`src/rtl/pwm_pkg.sv`:
```
package pwm_pkg;

    localparam int WORD_W   = 32;
    localparam int FIELD_W  = 8;
    localparam int PHASES   = 1 << FIELD_W;
    localparam int EDIV_W   = FIELD_W + 1;
    localparam int EN_POS   = 31;
    localparam int IDLE_POS = 30;
    localparam logic [WORD_W-1:0] LIVE_MASK = 32'hC000_FFFF;

    typedef struct packed {
        logic               en;
        logic               idle;
        logic [FIELD_W-1:0] div;
        logic [FIELD_W-1:0] cmp;
    } ctrl_t;

    function automatic logic [EDIV_W-1:0] eff_div(input logic [FIELD_W-1:0] f);
        return (f == '0) ? EDIV_W'(PHASES) : {1'b0, f};
    endfunction

    function automatic logic [WORD_W-1:0] to_word(input ctrl_t c);
        logic [WORD_W-1:0] w;
        w = '0;
        w[EN_POS]              = c.en;
        w[IDLE_POS]            = c.idle;
        w[2*FIELD_W-1:FIELD_W] = c.div;
        w[FIELD_W-1:0]         = c.cmp;
        return w;
    endfunction

    function automatic ctrl_t from_word(input logic [WORD_W-1:0] w);
        ctrl_t c;
        c.en   = w[EN_POS];
        c.idle = w[IDLE_POS];
        c.div  = w[2*FIELD_W-1:FIELD_W];
        c.cmp  = w[FIELD_W-1:0];
        return c;
    endfunction

endpackage

```
`src/rtl/pwm_ctrl_reg.sv`:
```
module pwm_ctrl_reg
    import pwm_pkg::*;
(
    input  logic              clk,
    input  logic              rst,
    input  logic              sel,
    input  logic              we,
    input  logic [WORD_W-1:0] wdata,
    output logic [WORD_W-1:0] rdata,
    output ctrl_t             ctrl
);

    ctrl_t ctrl_q;

    always_ff @(posedge clk) begin
        if (rst) begin
            ctrl_q <= '0;
        end else if (sel && we) begin
            ctrl_q <= from_word(wdata);
        end
    end

    assign ctrl  = ctrl_q;
    assign rdata = to_word(ctrl_q);

    // a write is visible in full on the next cycle, reserved bits dropped
    a_r2_write_readback: assert property (@(posedge clk) disable iff (rst)
        (sel && we) |=> (rdata == ($past(wdata) & LIVE_MASK)));

endmodule

```
`src/rtl/pwm_prescaler.sv`:
```
module pwm_prescaler
    import pwm_pkg::*;
(
    input  logic              clk,
    input  logic              rst,
    input  logic              run,
    input  logic [EDIV_W-1:0] div_eff,
    output logic              tick
);

    logic [FIELD_W-1:0] cnt_q;
    logic               last;

    assign last = ({1'b0, cnt_q} == (div_eff - EDIV_W'(1)));
    assign tick = run && last;

    always_ff @(posedge clk) begin
        if (rst || !run) begin
            cnt_q <= '0;
        end else if (last) begin
            cnt_q <= '0;
        end else begin
            cnt_q <= cnt_q + FIELD_W'(1);
        end
    end

    // the prescale count never reaches the effective divisor
    a_r4_cnt_in_range: assert property (@(posedge clk) disable iff (rst)
        run |-> ({1'b0, cnt_q} < div_eff));

endmodule

```
`src/rtl/pwm_sequencer.sv`:
```
module pwm_sequencer
    import pwm_pkg::*;
(
    input  logic               clk,
    input  logic               rst,
    input  ctrl_t              ctrl,
    input  logic               tick,
    output logic               run,
    output logic [EDIV_W-1:0]  div_eff,
    output logic [FIELD_W-1:0] phase,
    output logic [FIELD_W-1:0] cmp_act
);

    logic               run_q;
    logic [FIELD_W-1:0] phase_q;
    logic [FIELD_W-1:0] div_sh;
    logic [FIELD_W-1:0] cmp_sh;
    logic               wrap;

    assign wrap = tick && (phase_q == FIELD_W'(PHASES - 1));

    always_ff @(posedge clk) begin
        if (rst || !ctrl.en) begin
            run_q   <= 1'b0;
            phase_q <= '0;
            div_sh  <= '0;
            cmp_sh  <= '0;
        end else if (!run_q) begin
            run_q   <= 1'b1;
            phase_q <= '0;
            div_sh  <= ctrl.div;
            cmp_sh  <= ctrl.cmp;
        end else if (tick) begin
            phase_q <= phase_q + FIELD_W'(1);
            if (wrap) begin
                div_sh <= ctrl.div;
                cmp_sh <= ctrl.cmp;
            end
        end
    end

    assign run     = run_q;
    assign div_eff = eff_div(div_sh);
    assign phase   = phase_q;
    assign cmp_act = cmp_sh;

    // staged settings only change at a period boundary
    a_r7_shadow_hold: assert property (@(posedge clk) disable iff (rst)
        (run_q && $past(run_q) && !$past(wrap)) |-> ($stable(cmp_sh) && $stable(div_sh)));

    // the phase only advances on a prescaled tick
    a_r5_phase_hold: assert property (@(posedge clk) disable iff (rst)
        (run_q && $past(run_q) && !$past(tick)) |-> $stable(phase_q));

endmodule

```
`src/rtl/pwm_single_top.sv`:
```
module pwm_single_top
    import pwm_pkg::*;
(
    input  logic        clk,
    input  logic        rst,
    input  logic        bus_sel,
    input  logic        bus_we,
    input  logic [31:0] bus_wdata,
    output logic [31:0] bus_rdata,
    output logic        pwm_out
);

    ctrl_t              ctrl;
    logic               run;
    logic               tick;
    logic [EDIV_W-1:0]  div_eff;
    logic [FIELD_W-1:0] phase;
    logic [FIELD_W-1:0] cmp_act;

    pwm_ctrl_reg u_reg (
        .clk   (clk),
        .rst   (rst),
        .sel   (bus_sel),
        .we    (bus_we),
        .wdata (bus_wdata),
        .rdata (bus_rdata),
        .ctrl  (ctrl)
    );

    pwm_sequencer u_seq (
        .clk     (clk),
        .rst     (rst),
        .ctrl    (ctrl),
        .tick    (tick),
        .run     (run),
        .div_eff (div_eff),
        .phase   (phase),
        .cmp_act (cmp_act)
    );

    pwm_prescaler u_pre (
        .clk     (clk),
        .rst     (rst),
        .run     (run),
        .div_eff (div_eff),
        .tick    (tick)
    );

    assign pwm_out = run ? (phase >= cmp_act) : ctrl.idle;

    // one edge after enable is low, the pin shows the idle level
    a_r8_idle_level: assert property (@(posedge clk) disable iff (rst)
        !ctrl.en |=> (pwm_out == ctrl.idle));

    // reset leaves the word clear and the pin low
    a_r1_reset_state: assert property (@(posedge clk)
        $past(rst) |-> (bus_rdata == '0 && !pwm_out));

endmodule

```
`config.mk`:
```
export PLATFORM = sky130hd
export DESIGN_NAME = pwm_single_top
export DESIGN_NICKNAME = d
export VERILOG_FILES = /design/src/rtl/pwm_pkg.sv /design/src/rtl/pwm_ctrl_reg.sv /design/src/rtl/pwm_prescaler.sv /design/src/rtl/pwm_sequencer.sv /design/src/rtl/pwm_single_top.sv
export SDC_FILE = /design/constraint.sdc
export NUM_CORES = 1
export LEC_CHECK = 0
export ABC_AREA = 1
export BUFFER_PORTS_ARGS = -buffer_cell sky130_fd_sc_hd__buf_2
export CAP_MARGIN = 10
export CORE_MARGIN = 2
export CORE_UTILIZATION = 58
export DETAILED_ROUTE_END_ITERATION = 10
export PLACE_DENSITY = 0.95
export SETUP_SLACK_MARGIN = 0.1
export SYNTH_ARGS = -nofsm -noshare
export SYNTH_HDL_FRONTEND = slang
export SYNTH_SLANG_ARGS = --single-unit
```
`constraint.sdc`:
```
create_clock -name clk -period 4.09 [get_ports clk]
set_input_delay 0.409 -clock clk [delete_from_list [all_inputs] [get_ports clk]]
set_output_delay 0.409 -clock clk [all_outputs]
set_load 0.05 [all_outputs]
```
# After elaboration in Yosys (flattened, before gate mapping)
# Cells that the tools add are included.
# Widths: inputs -> output; s select.
# word_totals
ff_bits	51
inputBits	36
# op_classes
add_sub_neg	3
magnitude_cmp	1
eq_ne	4
mux	9
bitwise_logic	1
n_reduce_logical	11
# op_table
operator	n
$mux 8	6
$add 8x1->8 const B	2
$eq 8x9->1	1
$mux 9	1
$sub 9x1->9 const B	1
$eq 8x8->1 const B	1
$ge 8x8->1	1
$logic_not 8->1	1
$reduce_or 2->1	2
$logic_and 1x1->1	3
$logic_not 1->1	2
$logic_or 1x1->1	2
$mux 1	2
$ne 2x1->1 const B	1
$ne 2x2->1 const B	1
$reduce_and 2->1	1
$not 1->1	1

# Logic depth before layout (Yosys ltp)
# depth
ltp_word	9
depth_mapped	16
depth_no_buf	16

# Modules after synthesis
# A second synthesis with hierarchy kept.
# hier_totals
hier_cells	468
hier_area_um2	3042.9
# by_module_without_submodules
mod	instances	cells_per_inst	area_per_inst_um2	seq_area_each_um2
pwm_sequencer	1	175	1178.6	500.5
pwm_ctrl_reg	1	147	1004.7	360.3
pwm_prescaler	1	108	638.1	160.2
pwm_single_top	1	38	221.5	0.0

# Worst setup path before layout
# OpenSTA, ideal clock, no wires.
# synth_path
kind	reg2reg
startpoint	register u_seq.div_sh[0]
endpoint	register u_seq.cmp_sh[3], in the netlist u_seq.cmp_act[3]
arrival_time_ns	1.825
required_ns	3.973
path_slack_ns	2.148
path_stages_with_launch	12
n_path_buf	1
cell_sequence	dfxtp_1 inv_1 ha_1 xor2_1 nand3_1 nor2_1 nand3_1 nor2_4 nand4_4 buf_4 a21oi_1 nor2_1
# synth_via
elab_chain_cells	8
# synth_lines
item	line_no	text
start, declared	pwm_sequencer.sv:16	logic [FIELD_W-1:0] div_sh;
start signal, assigned	pwm_sequencer.sv:31	div_sh <= ctrl.div;
start signal, assigned	pwm_sequencer.sv:36	div_sh <= ctrl.div;
$logic_not 8->1	pwm_pkg.sv:19	return (f == '0) ? EDIV_W'(PHASES) : {1'b0, f};
$mux 9 (*)	pwm_pkg.sv:19	
$sub 9x1->9 (*)	pwm_prescaler.sv:14	assign last = ({1'b0, cnt_q} == (div_eff - EDIV_W'(1)));
$eq 8x9->1 (*)	pwm_prescaler.sv:14	
$logic_and 1x1->1 (*)	pwm_prescaler.sv:15	assign tick = run && last;
$logic_and 1x1->1	pwm_sequencer.sv:20	assign wrap = tick && (phase_q == FIELD_W'(PHASES - 1));
$ne 2x2->1 (no line)	--	
$reduce_and 2->1 (no line) (*)	--	
end signal, assigned	pwm_sequencer.sv:32	cmp_sh <= ctrl.cmp;
end signal, assigned	pwm_sequencer.sv:37	cmp_sh <= ctrl.cmp;
end, declared	pwm_sequencer.sv:17	logic [FIELD_W-1:0] cmp_sh;
# Mark *: on every way between the ends. The rest lies on a longest branch, timed or not.
# A chain may end at the register's enable or synchronous reset.

# Worst setup path in the final report
# layout_path
startpoint	register u_seq.div_sh[0]
endpoint	register u_seq.cmp_sh[4], in the netlist u_seq.cmp_act[4]
# Same word-level chain as after synthesis.

==> qor.csv <==
stage,metric,value,unit
outcome,status,"complete, no violations",
sta,Fin Setup TNS,0,ns
place,PortBufs,40,
clock_network,clk sinks,51,
worst_setup_path,"Largest stage delay, worst path",0.36,ns
finish,FILL cells,363,
sta,Fin. Hold Viols,0,
synth,synth top area cells,"dfxtp_1 (36%), nand2_1 (15%), a21oi_1 (6.9%)",
floorplanning,die area,5450,um^2
power_and_ir_drop,Leak Pwr,0.00143,uW
clock_network,CTS Root Cell,clkbuf_8,
synth,post-synth top area cell,dfxtp_1,
floorplanning,Ports,69,
routing,via count,2676,
sta,final setup vio count,0,
synth,Post-synth top flop,dfxtp_1,
worst_setup_path,family with the most delay on the worst path,simple AND/OR/NAND/NOR gates,
floorplanning,Rows,25,
routing,drt total wl,5920,um
synth,"flops & latches, synth",51,
synth,"Async S/R FF share, synth",0,
clock_network,setup bufs post-CTS,0,
worst_setup_path,kind of critical path,flop to flop,
routing,first drt pass iteration count,4,
clock_network,"Reg clk slew, reported paths",0.09,ns
synth,largest family of logic cells by synthesized area,simple AND/OR/NAND/NOR gates,
worst_setup_path,CP required,4.30,ns
worst_setup_path,most frequent CP cell,nand2_1,
routing,# DRC,0,
synth,post-synthesis sequential area ratio,0.361,
routing,First DRT Iteration DRCs,159,
synth,Post-Synth Simple-Gate Area,0.331,
floorplanning,Core Box Area,4720,um^2
floorplanning,Die X,73.8,um
sta,"Slew Viols, Final",0,
global_route,GRT Util Overall,0.238,
finish,share of cells above drive strength 1,0.126,
clock_network,Post-CTS Resized,0,
clock_network,worst-skew pair later-pin latency,0.31,ns
clock_network,CTS tree,done,
worst_setup_path,Crit. End Element,flop,
floorplanning,initial core utilization,0.599,
finish,FF/Latch Area,1020,um^2
synth,post-synthesis xor/xnor area fraction,0.0310,
sta,Fin Hold WS,0.330,ns
hold_path,hold crit path type,primary input to flop,
synth,most frequent cell after synthesis,nand2_1,
synth,Netlist Area Pre-Place,2830,um^2
clock_network,# hold bufs at CTS,0,
power_and_ir_drop,power per cell area,312,nW/um^2
worst_setup_path,Worst Setup Start Kind,flop,
place,Final HPWL DP,4490,um
synth,Ys Warns,0,
run,maxcap violations,0,
sta,Max Freq,397,MHz
synth,Synth top cells by count,"nand2_1 (113), dfxtp_1 (51), nor2_1 (50)",
worst_setup_path,worst path arrival time,2.73,ns
sta,min Tclk post-route,2.52,ns
clock_network,Clock Path Buffers,2,
power_and_ir_drop,total power,964,uW
clock_network,H-tree Lvls,2,
synth,"EDFF count, synth",0,
worst_setup_path,Buf/Inv on CP,1,
global_route,largest net degree at the start of global routing,28,
finish,Antenna diodes,0,
worst_setup_path,crit-path max FO,27,
sta,crit share post-route,0.615,
routing,vias per inst,5.14,
synth,Post-Syn Area per Cell,6.76,um^2
sta,Slew Limit Headroom,0.543,
synth,Synth Area in Adders,0.0531,
global_route,first-pass GRT wire length,10100,um
finish,growth of design area from synthesis to finish,9.42,%
global_route,vias in the first global route,2402,
sta,skew final,0.00946,ns
place,Final GP Congestion,0.895,
sta,worst slew pin tran,0.685,ns
synth,Synth top area share,0.361,
routing,post-route ant nets,0,
worst_setup_path,crit-path cells,"inv_1, ha_1, xor2_1, nand3_1, nor2_1, nand3_1, nor2_4, nand4_4, nand2_1, nand2_1, nand2_1, nor2_1",
power_and_ir_drop,VDD IR max,0.251,mV
finish,multi-input logic area,1510,um^2
worst_setup_path,CP max stage cell,dfxtp_1,
synth,Synth Instances,418,
finish,Final #Nets,501,
sta,RSZ-0062 raised after global routing,false,
synth,Yosys cell types,29,
floorplanning,Die Ht,73.8,um
global_route,grt ovf,0,
global_route,initial antenna violation count,0,
synth,mux contribution to synthesized area,0,
synth,post-synthesis compound-gate area fraction,0.0987,
clock_network,CTS buffer count,5,
routing,drt wl/cell,11.4,um
metrics by stage:
step	cell area (um^2)	cells	util	setup WS (ns)
after floorplan	2880	431	-	2.15
after global placement	3010	513	0.636	1.74
after detailed placement	3010	513	0.636	1.65
after CTS	3090	521	0.655	1.60
after global routing	3090	521	0.655	1.33
final	3090	521	0.655	1.57
worst register-to-register path, delay by kind of cell (launching register included):
family                     cells  cell delay, ns
and+or+nand+nor                9            1.47
xor gates and xnor gates       1            0.19
DFF                            1            0.36
buffers and inverters          1            0.09
adders and majority gates      1            0.31
final timing paths:
check / start / to / slack [ns] / cells after the start
worst max-delay path: u_seq.div_sh[0] / u_seq.cmp_act[4] / 1.57 / 12
worst min-delay path: bus_wdata[12] / u_reg.ctrl[12] / 0.33 / 3
worst max register to register: u_seq.div_sh[0] / u_seq.cmp_act[4] / 1.57 / 12
worst min register to register: u_reg.ctrl[15] / u_reg.ctrl[15] / 0.48 / 2
logic make-up (layout without fill, tap and decap cells):
family	after synthesis	in the layout
AND/OR/NAND/NOR	217	217
other	1	14
AO/OA/AOI/OAI	51	51
XOR/XNOR	10	10
buffers and inverters	76	99
flip-flops	51	51
adder cells (fa/ha/maj)	12	12
layer usage:
layer,global-route usage,up-vias,wire length (um)
met5,0,-,0
met4,0.0990,0,116
met3,0.0494,15,387
met2,0.421,100,2950
met1,0.276,1191,2470
li1,-,1370,-
power by group:
| group | switching, uW | internal [uW] | total, uW |
|---|---|---|---|
| logic | 114 | 37.4 | 152 |
| registers | 9.37 | 508 | 517 |
| clock network | 172 | 123 | 296 |
| total | 296 | 669 | 964 |
cell type report:
class                           count  area share
Multi-Input combinational cell    304       0.486
Clock buffer                        6      0.0235
Sequential cell                    51       0.330
Timing Repair Buffer               41      0.0671
Clock inverter                      2     0.00526
Inverter                           50      0.0607
Tap cell                           67      0.0271
placed cells by master, fill, tap and decap left out:
cell type   instances
nand2_1           113
dfxtp_1            51
nor2_1             50
inv_1              49
buf_2              40
a21oi_1            39
nand3_1            32
conb_1             14
ha_1               12
xor2_1              9
nand4_1             7
o21ai_0             6
clkbuf_8            5
a211oi_1            4
nor2_2              3
nor3_1              3
nor2_4              2
nand3b_1            2
nor3b_1             2
o211ai_1            1
o21ai_4             1
inv_2               1
nand4_4             1
or2_2               1
and2_1              1
xnor2_1             1
clkbuf_1            1
clkinvlp_4          1
inv_6               1
buf_4               1
sequential cells by signal, summed over array words and instances (netlist names):
| name | cells |
|---|---|
| u_seq.run | 1 |
| u_pre.cnt_q | 8 |
| u_seq.cmp_act | 8 |
| u_seq.div_sh | 8 |
| u_seq.phase | 8 |
| u_reg.ctrl | 18 |
(Power assumes the default switching activity.)
